==> config.mk <==
export PLATFORM = sky130hd
export DESIGN_NAME = latch_status_bank
export DESIGN_NICKNAME = d
export VERILOG_FILES = /design/src/rtl/lsb_pkg.sv /design/src/rtl/lsb_cell.sv /design/src/rtl/lsb_irq.sv /design/src/rtl/latch_status_bank.sv
export SDC_FILE = /design/constraint.sdc
export NUM_CORES = 1
export LEC_CHECK = 0
export BUFFER_PORTS_ARGS = -buffer_cell sky130_fd_sc_hd__buf_2
export CORE_MARGIN = 2
export CORE_UTILIZATION = 56
export DETAILED_ROUTE_END_ITERATION = 16
export PLACE_DENSITY = 0.89
export SYNTH_ARGS = -nofsm -noshare
export SYNTH_HDL_FRONTEND = slang
export SYNTH_SLANG_ARGS = --single-unit
==> constraint.sdc <==
create_clock -name clk -period 1.4 [get_ports clk]
set_clock_uncertainty 0.05 [all_clocks]
set_input_delay 0.28 -clock clk [delete_from_list [all_inputs] [get_ports clk]]
set_output_delay 0.28 -clock clk [all_outputs]
set_load 0.05 [all_outputs]
==> src/rtl/lsb_pkg.sv <==
package lsb_pkg;
  localparam int DW    = 8;
  localparam int NREG  = 4;
  localparam int NIRQ  = 2;
  localparam int AW    = 3;
  localparam int IMR_BASE = NREG;

  // selection applied to status register idx by a write
  function automatic logic [DW-1:0] sel_for(input logic wr, input logic [AW-1:0] addr,
                                           input int idx, input logic [DW-1:0] wdata);
    return (wr && (int'(addr) == idx)) ? wdata : '0;
  endfunction

  // latch update: selected bits clear, events always win
  function automatic logic [DW-1:0] latch_next(input logic [DW-1:0] lat,
                                              input logic [DW-1:0] evt,
                                              input logic [DW-1:0] sel);
    return (lat & ~sel) | evt;
  endfunction

  // snapshot update: selected bits copy the latch
  function automatic logic [DW-1:0] snap_next(input logic [DW-1:0] shw,
                                             input logic [DW-1:0] lat,
                                             input logic [DW-1:0] sel);
    return (shw & ~sel) | (lat & sel);
  endfunction

  function automatic logic irq_level_n(input logic [DW-1:0] lat, input logic [DW-1:0] msk);
    return ~|(lat & msk);
  endfunction
endpackage

==> src/rtl/lsb_cell.sv <==
module lsb_cell
  import lsb_pkg::*;
(
  input  logic          clk,
  input  logic          rst_n,
  input  logic [DW-1:0] sel,
  input  logic [DW-1:0] evt,
  output logic [DW-1:0] lat_q,
  output logic [DW-1:0] shw_q
);
  always_ff @(posedge clk or negedge rst_n) begin
    if (!rst_n) begin
      lat_q <= '0;
      shw_q <= '0;
    end else begin
      lat_q <= latch_next(lat_q, evt, sel);
      shw_q <= snap_next(shw_q, lat_q, sel);
    end
  end
endmodule

==> src/rtl/lsb_irq.sv <==
module lsb_irq
  import lsb_pkg::*;
(
  input  logic          clk,
  input  logic          rst_n,
  input  logic          wr_en,
  input  logic [DW-1:0] wdata,
  input  logic [DW-1:0] lat,
  output logic [DW-1:0] msk_q,
  output logic          irq_n
);
  always_ff @(posedge clk or negedge rst_n) begin
    if (!rst_n)     msk_q <= '0;
    else if (wr_en) msk_q <= wdata;
  end
  assign irq_n = irq_level_n(lat, msk_q);
endmodule

==> src/rtl/latch_status_bank.sv <==
module latch_status_bank
  import lsb_pkg::*;
(
  input  logic          clk,
  input  logic          rst_n,
  input  logic          bus_wr,
  input  logic [2:0]    bus_addr,
  input  logic [7:0]    bus_wdata,
  output logic [7:0]    bus_rdata,
  input  logic [7:0]    evt_stat0,
  input  logic [7:0]    evt_stat1,
  input  logic [7:0]    evt_stat2,
  input  logic [7:0]    evt_stat3,
  output logic          irq_stat0_n,
  output logic          irq_stat1_n
);
  // named internal buses, also observed by the checker
  logic [NREG*DW-1:0] ev_all;
  logic [NREG*DW-1:0] lat_all;
  logic [NREG*DW-1:0] shw_all;
  logic [NIRQ*DW-1:0] msk_all;
  logic [NIRQ-1:0]    irq_all_n;

  assign ev_all = {evt_stat3, evt_stat2, evt_stat1, evt_stat0};

  for (genvar g = 0; g < NREG; g++) begin : g_reg
    logic [DW-1:0] sel;
    assign sel = sel_for(bus_wr, bus_addr, g, bus_wdata);
    lsb_cell u_cell (
      .clk   (clk),
      .rst_n (rst_n),
      .sel   (sel),
      .evt   (ev_all[g*DW +: DW]),
      .lat_q (lat_all[g*DW +: DW]),
      .shw_q (shw_all[g*DW +: DW])
    );
  end

  for (genvar g = 0; g < NIRQ; g++) begin : g_irq
    logic wr_en;
    assign wr_en = bus_wr && (int'(bus_addr) == IMR_BASE + g);
    lsb_irq u_irq (
      .clk   (clk),
      .rst_n (rst_n),
      .wr_en (wr_en),
      .wdata (bus_wdata),
      .lat   (lat_all[g*DW +: DW]),
      .msk_q (msk_all[g*DW +: DW]),
      .irq_n (irq_all_n[g])
    );
  end

  always_comb begin
    bus_rdata = '0;
    if (int'(bus_addr) < NREG)
      bus_rdata = shw_all[bus_addr[1:0]*DW +: DW];
    else if (int'(bus_addr) < NREG + NIRQ)
      bus_rdata = msk_all[(int'(bus_addr) - NREG)*DW +: DW];
  end

  assign irq_stat0_n = irq_all_n[0];
  assign irq_stat1_n = irq_all_n[1];
endmodule

# Word-level counts from Yosys, hierarchy flattened
# Index checks and enable logic that the tools add are counted.
[word_totals]
romBits = 0
n_memories = 0
in_bits = 46
regBits = 80
latchBits = 0
output_inout_bits = 10
ramBits = 0
[op_classes]
n_div = 0
shifts = 2
add_sub_neg = 1
n_eq_ne = 5
magnitude_cmp = 2
muxes = 6
bitwise_logic = 26
reduce_logical = 11
mul = 0
[op_table]
columns = ["op", "n"]
rows = [
  ["bitwise AND 8 bit", 14],
  ["bitwise OR 8 bit", 8],
  ["two-way mux 8 bit", 6],
  ["inverter 8 bit", 4],
  ["indexed part select 32 x 6 -> 8 bit", 1],
  ["OR reduction 8 bit", 2],
  ["indexed part select 16 x 7 -> 8 bit", 1],
  ["equality test 3 bit, second input constant", 4],
  ["logical AND 1 bit", 6],
  ["< comparator 3 bit, second input constant", 2],
  ["subtractor 3 x 3 -> 4 bit, second input constant", 1],
  ["equality test 3 x 2 -> 1 bit, second input constant", 1],
  ["zero test 3 bit", 1],
  ["zero test 1 bit", 2],
]

# Logic depth before layout (Yosys ltp)
# Gate-level depths: netlist of run 1.
[logic_depth]
depth_word = 6
depth_mapped = 5
mapped_depth_nobuf = 3

# Hierarchy
# From an unflattened synthesis of run 1, not the netlist that was laid out.
[hier_totals]
cells_unflattened = 291
area_unflattened_um2 = 3910.0
[by_module_without_submodules]
columns = ["mod", "n_inst", "area_each_um2", "cells_each"]
rows = [
  ["lsb_cell", 4, 610.6, 40],
  ["lsb_irq", 2, 370.4, 22],
  ["latch_status_bank", 1, 726.9, 87],
]

# Least setup slack after synthesis of run 1
# Ideal clock, no wire load.
[synth_timing]
path_type = "input to output"
from = "in bus_addr[0]"
to = "out bus_rdata[0]"
t_required_ns = 1.070
setup_slack_ns = -0.862
n_path_buf = 2
arrival_time_ns = 1.932
stages = 4
cell_sequence = "buf_4 buf_2 nand2b_1 o21ai_0"
[synth_between]
elab_chain_cells = 4
[synth_rtl]
columns = ["item", "line_no", "text"]
rows = [
  ["start: declaration", "latch_status_bank.sv:7", "input logic [2:0] bus_addr,"],
  ["subtractor 3 x 3 -> 4 bit", "latch_status_bank.sv:58", "bus_rdata = msk_all[(int'(bus_addr) - NREG)*DW +: DW];"],
  ["indexed part select 16 x 7 -> 8 bit", "latch_status_bank.sv:58", ""],
  ["two-way mux 8 bit", "latch_status_bank.sv:57", "else if (int'(bus_addr) < NREG + NIRQ)"],
  ["two-way mux 8 bit *", "latch_status_bank.sv:55", "if (int'(bus_addr) < NREG)"],
  ["end: declaration", "latch_status_bank.sv:9", "output logic [7:0] bus_rdata,"],
]
# Mark *: on every way between the ends. The rest lies on a longest branch, timed or not.

# Worst setup path in the final report of run 1
[layout_timing]
from = "reg g_irq[1].u_irq.msk_q[3]"
to = "out irq_stat1_n"
[layout_between]
elab_chain_cells = 3
[layout_rtl]
columns = ["item", "line_no", "text"]
rows = [
  ["start: declaration", "lsb_irq.sv:9", "output logic [DW-1:0] msk_q,"],
  ["start signal: assignment", "lsb_irq.sv:14", "else if (wr_en) msk_q <= wdata;"],
  ["bitwise AND 8 bit", "lsb_pkg.sv:29", "return ~|(lat & msk);"],
  ["OR reduction 8 bit", "lsb_pkg.sv:29", ""],
  ["zero test 1 bit", "lsb_pkg.sv:29", ""],
  ["end: declaration", "latch_status_bank.sv:15", "output logic irq_stat1_n"],
]
# No other way between the ends.

==> impl_metrics.json, run 1 <==
{
  "vdd_drop_max_v": 0.000849,
  "power.switching_w": 0.00168,
  "cts.sinks": 80,
  "fill_cells": 359,
  "ios": 56,
  "slowest_stage": "dfrtp_1",
  "p_int_w": 0.00425,
  "hold_viol": 0,
  "fin_cells": 440,
  "wl_um": 8620,
  "synth_edf_count": 0,
  "die_width_um": 83.1,
  "use_met3_pct": 5.37,
  "crit_arrival_ns": 1.43,
  "drc_errors": 0,
  "root_buffer": "clkbuf_8",
  "total_power_w": 0.00592,
  "grt.busiest_layer": "met2",
  "relSlewSlack_pct": 70.3,
  "placed_cells": 423,
  "avgViaCountPerCell": 5.86,
  "max_stage_delay_ns": 0.41,
  "p_per_area_mw_per_mm2": 1290,
  "io_buffers": 55,
  "post-place-ws_ns": -0.475,
  "setup_slack_ns": -0.361,
  "violations": "setup timing",
  "ff2ff_path_depth": 3,
  "path_cells": "a22oi_2, and4_1, buf_6",
  "fp.dieArea_mm2": 0.00691,
  "grtUsageMet2_pct": 44.3,
  "grt_use_total_pct": 26.8,
  "cp-start-kind": "register",
  "comb_power_share_pct": 21.3,
  "crit_fanout": 3,
  "yosys.area.top_type": "dfrtp_1",
  "path_class": "register to output pin",
  "grt_start_max_net_pins": 31,
  "antenna_found_initial": 0,
  "cp-end-kind": "output pin",
  "grt_first_pass_wirelength_um": 14300,
  "worstMarginPinSlew_ns": 0.440,
  "synth_top_flop_cell": "dfrtp_1",
  "cap_violations": 0,
  "wl_per_cell_um": 19.6,
  "dr.first_iter.drc_count": 110,
  "yosysWarnings": 0,
  "path_clk_slew_ns": 0.08,
  "postSynthAreaPerCell_um2": 13.5,
  "placed_area_mm2": 0.00428,
  "rows": 28,
  "area_growth_syn_to_layout_pct": 31.4,
  "netlist_instances": 259,
  "h-tree-depth": 3,
  "cp.required_ns": 1.07,
  "ant_nets": 0,
  "via_count": 2580,
  "p_leak_nw": 1.91,
  "finalWeightedCongestion": 0.823,
  "firstDrtPassIters": 4,
  "async_flop_share_pct": 100,
  "yosysTopAreaCellShare_pct": 57.1,
  "start_util_pct": 58.5,
  "syn-cell-area_mm2": 0.00351,
  "fin_nets": 407,
  "ctsLongestPathBuffers": 2,
  "core_mm2": 0.00599,
  "slew_viol_final": 0,
  "final_util_pct": 76.9,
  "final_area_mm2": 0.00461,
  "clockPowerShare_pct": 30.6,
  "antenna_cells": 0,
  "cts_tree": "done",
  "overflow": 0,
  "rsz0062_at_grt": "true",
  "status": "finished with violations",
  "hpwl_um": 6050,
  "use_met1_pct": 32.4,
  "numCtsBuffers": 9,
  "whs_path_depth": 2,
  "grt_pass1_vias": 2889,
  "seqPwrFrac_pct": 48.2,
  "synth_commonest_cells": "dfrtp_1, mux2_2, a21o_1, nand2_1, mux2i_1",
  "yosysMostFrequentCell": "dfrtp_1",
  "finalCritPeriodShare_pct": 126,
  "finalSetupViolCount": 10,
  "clk_latency_ns": 0.35,
  "post-route-min-period_ns": 1.76,
  "synthTopCellsByArea": "dfrtp_1, mux2_2, mux2i_1",
  "sw_frac_of_total_pct": 28.3,
  "hold_path_class": "primary input to register",
  "ys_ff_latch": 80,
  "clock.fmax_ghz": 0.568,
  "die_y_um": 83.1,
  "synth-seq-area-share_pct": 57.1,
  "synth_nets": 305,
  "ys_types": 19,
  "drive_gt1_share_pct": 49.6
}
-- per-layer routing --
| metal | part of all wire (%) | routed length [µm] |
|---|---|---|
| met1 | 41 | 3530 |
| met2 | 51 | 4370 |
| met3 | 4.2 | 362 |
| met4 | 4.1 | 353 |
| met5 | 0 | 0 |
-- worst max-delay path, delay by kind of cell, from the launching register on --
family | cells | cell delay, ns
buffers and inverters | 1 | 0.17
DFF | 1 | 0.41
AOI/OAI and AO/OA | 1 | 0.22
and+or+nand+nor | 1 | 0.27
-- timing repair --
action                                  4_1_cts  5_1_grt
resized for setup                            27        3
hold endpoints to repair                     27        0
hold buffers                                  1        0
endpoints found under the setup margin       49       16
setup buffers                                 1        0
pin swaps                                    10        6
-- kinds of logic (layout without fill, tap and decap cells) --
logic type / after synthesis / after routing / synth area share [%]
compound gates: 56 / 56 / 12.0
simple gates: 42 / 42 / 6.85
mux: 72 / 72 / 22.3
flops: 80 / 80 / 57.1
buf+inv: 9 / 115 / 1.78
-- through the flow --
| stage | hold slack [ns] | TNS [ns] |
|---|---|---|
| 2_1_floorplan | -0.0656 | -0.370 |
| 3_3_place_gp | 0.185 | -28.37 |
| 3_5_place_dp | 0.190 | -32.72 |
| 4_1_cts | 0.0384 | -3.27 |
| 5_1_grt | 0.0387 | -3.71 |
| 6_report | 0.0478 | -3.18 |
-- final timing paths --
| check | start | endpoint | slack (ns) |
|---|---|---|---|
| max in group asynchronous | rst_n | asynchronous set/reset pin | 0.48 |
| hold reg to reg | g_reg[3].u_cell.lat_q[5] | g_reg[3].u_cell.lat_q[5] | 0.43 |
| setup / recovery | g_irq[1].u_irq.msk_q[3] | irq_stat1_n | -0.36 |
| min in group asynchronous | rst_n | g_reg[2].u_cell.lat_q[3] | 0.34 |
| hold / removal | evt_stat3[3] | g_reg[3].u_cell.lat_q[3] | 0.05 |
| setup reg to reg | g_reg[1].u_cell.lat_q[3] | register | 0.33 |
-- power by group through the flow --
stage / Clock [W] / Combinational (W) / Sequential (W)
2_1_floorplan: 0 / 0.000827 / 0.00279
3_3_place_gp: 0 / 0.00111 / 0.00284
4_1_cts: 0.00184 / 0.00126 / 0.00284
6_report: 0.00181 / 0.00126 / 0.00285
5_1_grt: 0.00196 / 0.00134 / 0.00289
3_5_place_dp: 0 / 0.00116 / 0.00287
-- cell type report --
type,instances,area [µm²],area share (%)
clock buffer,11,131,2.85
clock inverter,4,70.1,1.52
multi-input combinational,170,1600,34.6
sequential,80,2000,43.4
tap,75,93.8,2.04
timing repair buffer,100,714,15.5
-- cells in the final DEF (no fill, tap or decap), types with 4 or more instances in the layout --
| cell type | instances |
|---|---|
| mux2_4 | 4 |
| nand2_1 | 32 |
| buf_6 | 11 |
| mux2_2 | 44 |
| o32a_1 | 8 |
| buf_2 | 42 |
| o21ai_4 | 8 |
| buf_4 | 44 |
| a21o_1 | 32 |
| mux2i_1 | 24 |
| clkbuf_8 | 9 |
| dfrtp_1 | 80 |
| a22oi_2 | 7 |
Power figures use the tool's default switching activity.
==> run 2, diff against run 1 <==
==> constraint.sdc (replaced) <==
create_clock -name clk -period 1.4 [get_ports clk]
set_clock_uncertainty 0.05 [all_clocks]
set_input_delay 0.21 -clock clk [delete_from_list [all_inputs] [get_ports clk]]
set_output_delay 0.21 -clock clk [all_outputs]
set_load 0.05 [all_outputs]
==> run 2 against run 1 <==
Critical endpoint is now bus_rdata[5]. Cell count grew 3.0%. Register-to-register slack gained 0.10 ns. Die area is the same. Power grew 0.23%. Sequential share of layout area shrank 1.3 points. Wire length grew 5.0%. The flow still finishes with violations (setup timing). First-iteration DRC count grew 58%. Setup slack gained 0.061 ns. Via count grew 4.4%. Global-route usage grew 0.59 points. Final area grew 3.2%.
==> impl_metrics.json, run 2 (same netlist as run 1, synthesis figures left out) <==
{
  "placed_cells": 403,
  "wl_um": 9060,
  "rsz0062_at_grt": "true",
  "crit_arrival_ns": 1.44,
  "comb_power_share_pct": 23.0,
  "reg2reg_slack_ns": 0.43,
  "final_cell_mix": "dfrtp_1, mux2_2, buf_2",
  "sw_frac_of_total_pct": 28.5,
  "io_buffers": 55,
  "dr_wl_met3_um": 441,
  "path_clk_slew_ns": 0.08,
  "grt_pass1_vias": 2853,
  "avgViaCountPerCell": 5.95,
  "clk_latency_ns": 0.34,
  "critPathCapture": "bus_rdata[5]",
  "overflow": 0,
  "ios": 56,
  "cts.sinks": 80,
  "drc_errors": 0,
  "post-route-min-period_ns": 1.70,
  "via_count": 2694,
  "area_growth_syn_to_layout_pct": 35.7,
  "dr.first_iter.drc_count": 174,
  "final_util_pct": 79.4,
  "power.switching_w": 0.00169,
  "top_layer_used": "met4",
  "cp.required_ns": 1.14,
  "grt_use_total_pct": 27.4,
  "p_per_area_mw_per_mm2": 1250,
  "cts_tree": "done",
  "core_mm2": 0.00599,
  "numCtsBuffers": 9,
  "fill_cells": 319,
  "relSlewSlack_pct": 66.9,
  "tns_ns": -2.65,
  "p_leak_nw": 1.94,
  "firstDrtPassIters": 4,
  "die_width_um": 83.1,
  "violations": "setup timing",
  "vdd_drop_max_v": 0.000801,
  "startpoint": "g_irq[0].u_irq.msk_q[5]",
  "rows": 28,
  "clockPowerShare_pct": 28.6,
  "worstMarginPinSlew_ns": 0.496,
  "r2r-end": "g_irq[1].u_irq.msk_q[6]",
  "dr_wl_met2_um": 4750,
  "finalSetupViolCount": 10,
  "antenna_cells": 0,
  "worstReg2RegStart": "g_irq[1].u_irq.msk_q[6]",
  "cp-start-kind": "register",
  "grt_first_pass_wirelength_um": 14700,
  "finalCritPeriodShare_pct": 121,
  "drive_gt1_share_pct": 43.9,
  "fin_cells": 453,
  "setup_slack_ns": -0.300,
  "slew_viol_final": 0,
  "clock.fmax_ghz": 0.588,
  "path_class": "register to output pin",
  "ant_nets": 0,
  "wl_per_cell_um": 20.0,
  "ff2ff_path_depth": 2,
  "status": "finished with violations",
  "p_int_w": 0.00424,
  "crit_fanout": 3,
  "cp-end-kind": "output pin",
  "grt_start_max_net_pins": 35,
  "finalWeightedCongestion": 0.814,
  "cap_violations": 0,
  "hpwl_um": 5690,
  "antenna_found_initial": 0,
  "fp.dieArea_mm2": 0.00691,
  "h-tree-depth": 3,
  "start_util_pct": 58.5,
  "layout_commonest_cell": "dfrtp_1",
  "met1_length_um": 3630,
  "fin_nets": 419,
  "hold_viol": 0,
  "ctsLongestPathBuffers": 2,
  "die_y_um": 83.1,
  "hold_path_class": "primary input to register",
  "root_buffer": "clkbuf_8",
  "seqPwrFrac_pct": 48.3
}
==> run 2: changes by cell type in the layout (fill, tap and decap cells not counted), sizes merged <==
cell,change
buf,-17
bufinv,-1
clkbuf,+2
dlygate4sd3,+29
==> run 2: per-layer routing <==
metal	track usage, %	up-vias
met3	5.17	24
met5	0	-
met4	13.7	0
li1	-	1195
met2	45.2	109
met1	34.7	1366
==> run 2: how the worst min path moves through the flow <==
stage                 start                          to  cells past startpoint
2_1_floorplan         rst_n  asynchronous set/reset pin                      0
3_3_place_gp          rst_n    g_reg[3].u_cell.lat_q[2]                      1
3_5_place_dp          rst_n    g_reg[3].u_cell.lat_q[2]                      1
4_1_cts        evt_stat0[7]    g_reg[0].u_cell.lat_q[7]                      2
5_1_grt        evt_stat0[3]    g_reg[0].u_cell.lat_q[3]                      2
6_report       evt_stat0[3]    g_reg[0].u_cell.lat_q[3]                      2
==> run 2: layout make-up <==
class / instances / area [µm²] / area share (%)
tap: 75 / 93.8 / 1.97
clock buffer: 13 / 159 / 3.34
multi-input combinational: 170 / 1580 / 33.2
clock inverter: 3 / 40.0 / 0.842
sequential: 80 / 2000 / 42.1
timing repair buffer: 112 / 881 / 18.5
==> run 2: critical path, stage by stage (launching register included) <==
cell and delay [ns]:
dfrtp_1 0.45, mux2i_1 0.17, o32a_1 0.23, o21ai_4 0.08, buf_6 0.16
==> run 2: power groups by stage <==
| stage | logic [W] | registers (W) | clock network [W] |
|---|---|---|---|
| after global placement | 0.00111 | 0.00284 | 0 |
| final | 0.00137 | 0.00287 | 0.00170 |
| after CTS | 0.00131 | 0.00283 | 0.00171 |
| after detailed placement | 0.00115 | 0.00287 | 0 |
| after floorplan | 0.000802 | 0.00279 | 0 |
| after global routing | 0.00145 | 0.00290 | 0.00181 |
==> run 2: per-stage QoR <==
stage          total power [W]  area (µm²)  hold slack [ns]  setup WS (ns)
2_1_floorplan          0.00359        3600           -0.136       0.000780
3_3_place_gp           0.00394        4120           0.0404         -0.234
3_5_place_dp           0.00401        4120           0.0461         -0.257
4_1_cts                0.00585        4720          0.00190         -0.270
5_1_grt                0.00616        4760           0.0122         -0.329
6_report               0.00594        4760           0.0227         -0.300
==> run 2: what timing repair did <==
| item | 4_1_cts | 5_1_grt |
|---|---|---|
| endpoints found under the setup margin | 10 | 10 |
| hold endpoints to repair | 109 | 0 |
| hold buffers | 30 | 0 |
| resized for setup | 25 | 4 |
| pin swaps | 4 | 5 |
| buffers inserted | 2 | 2 |
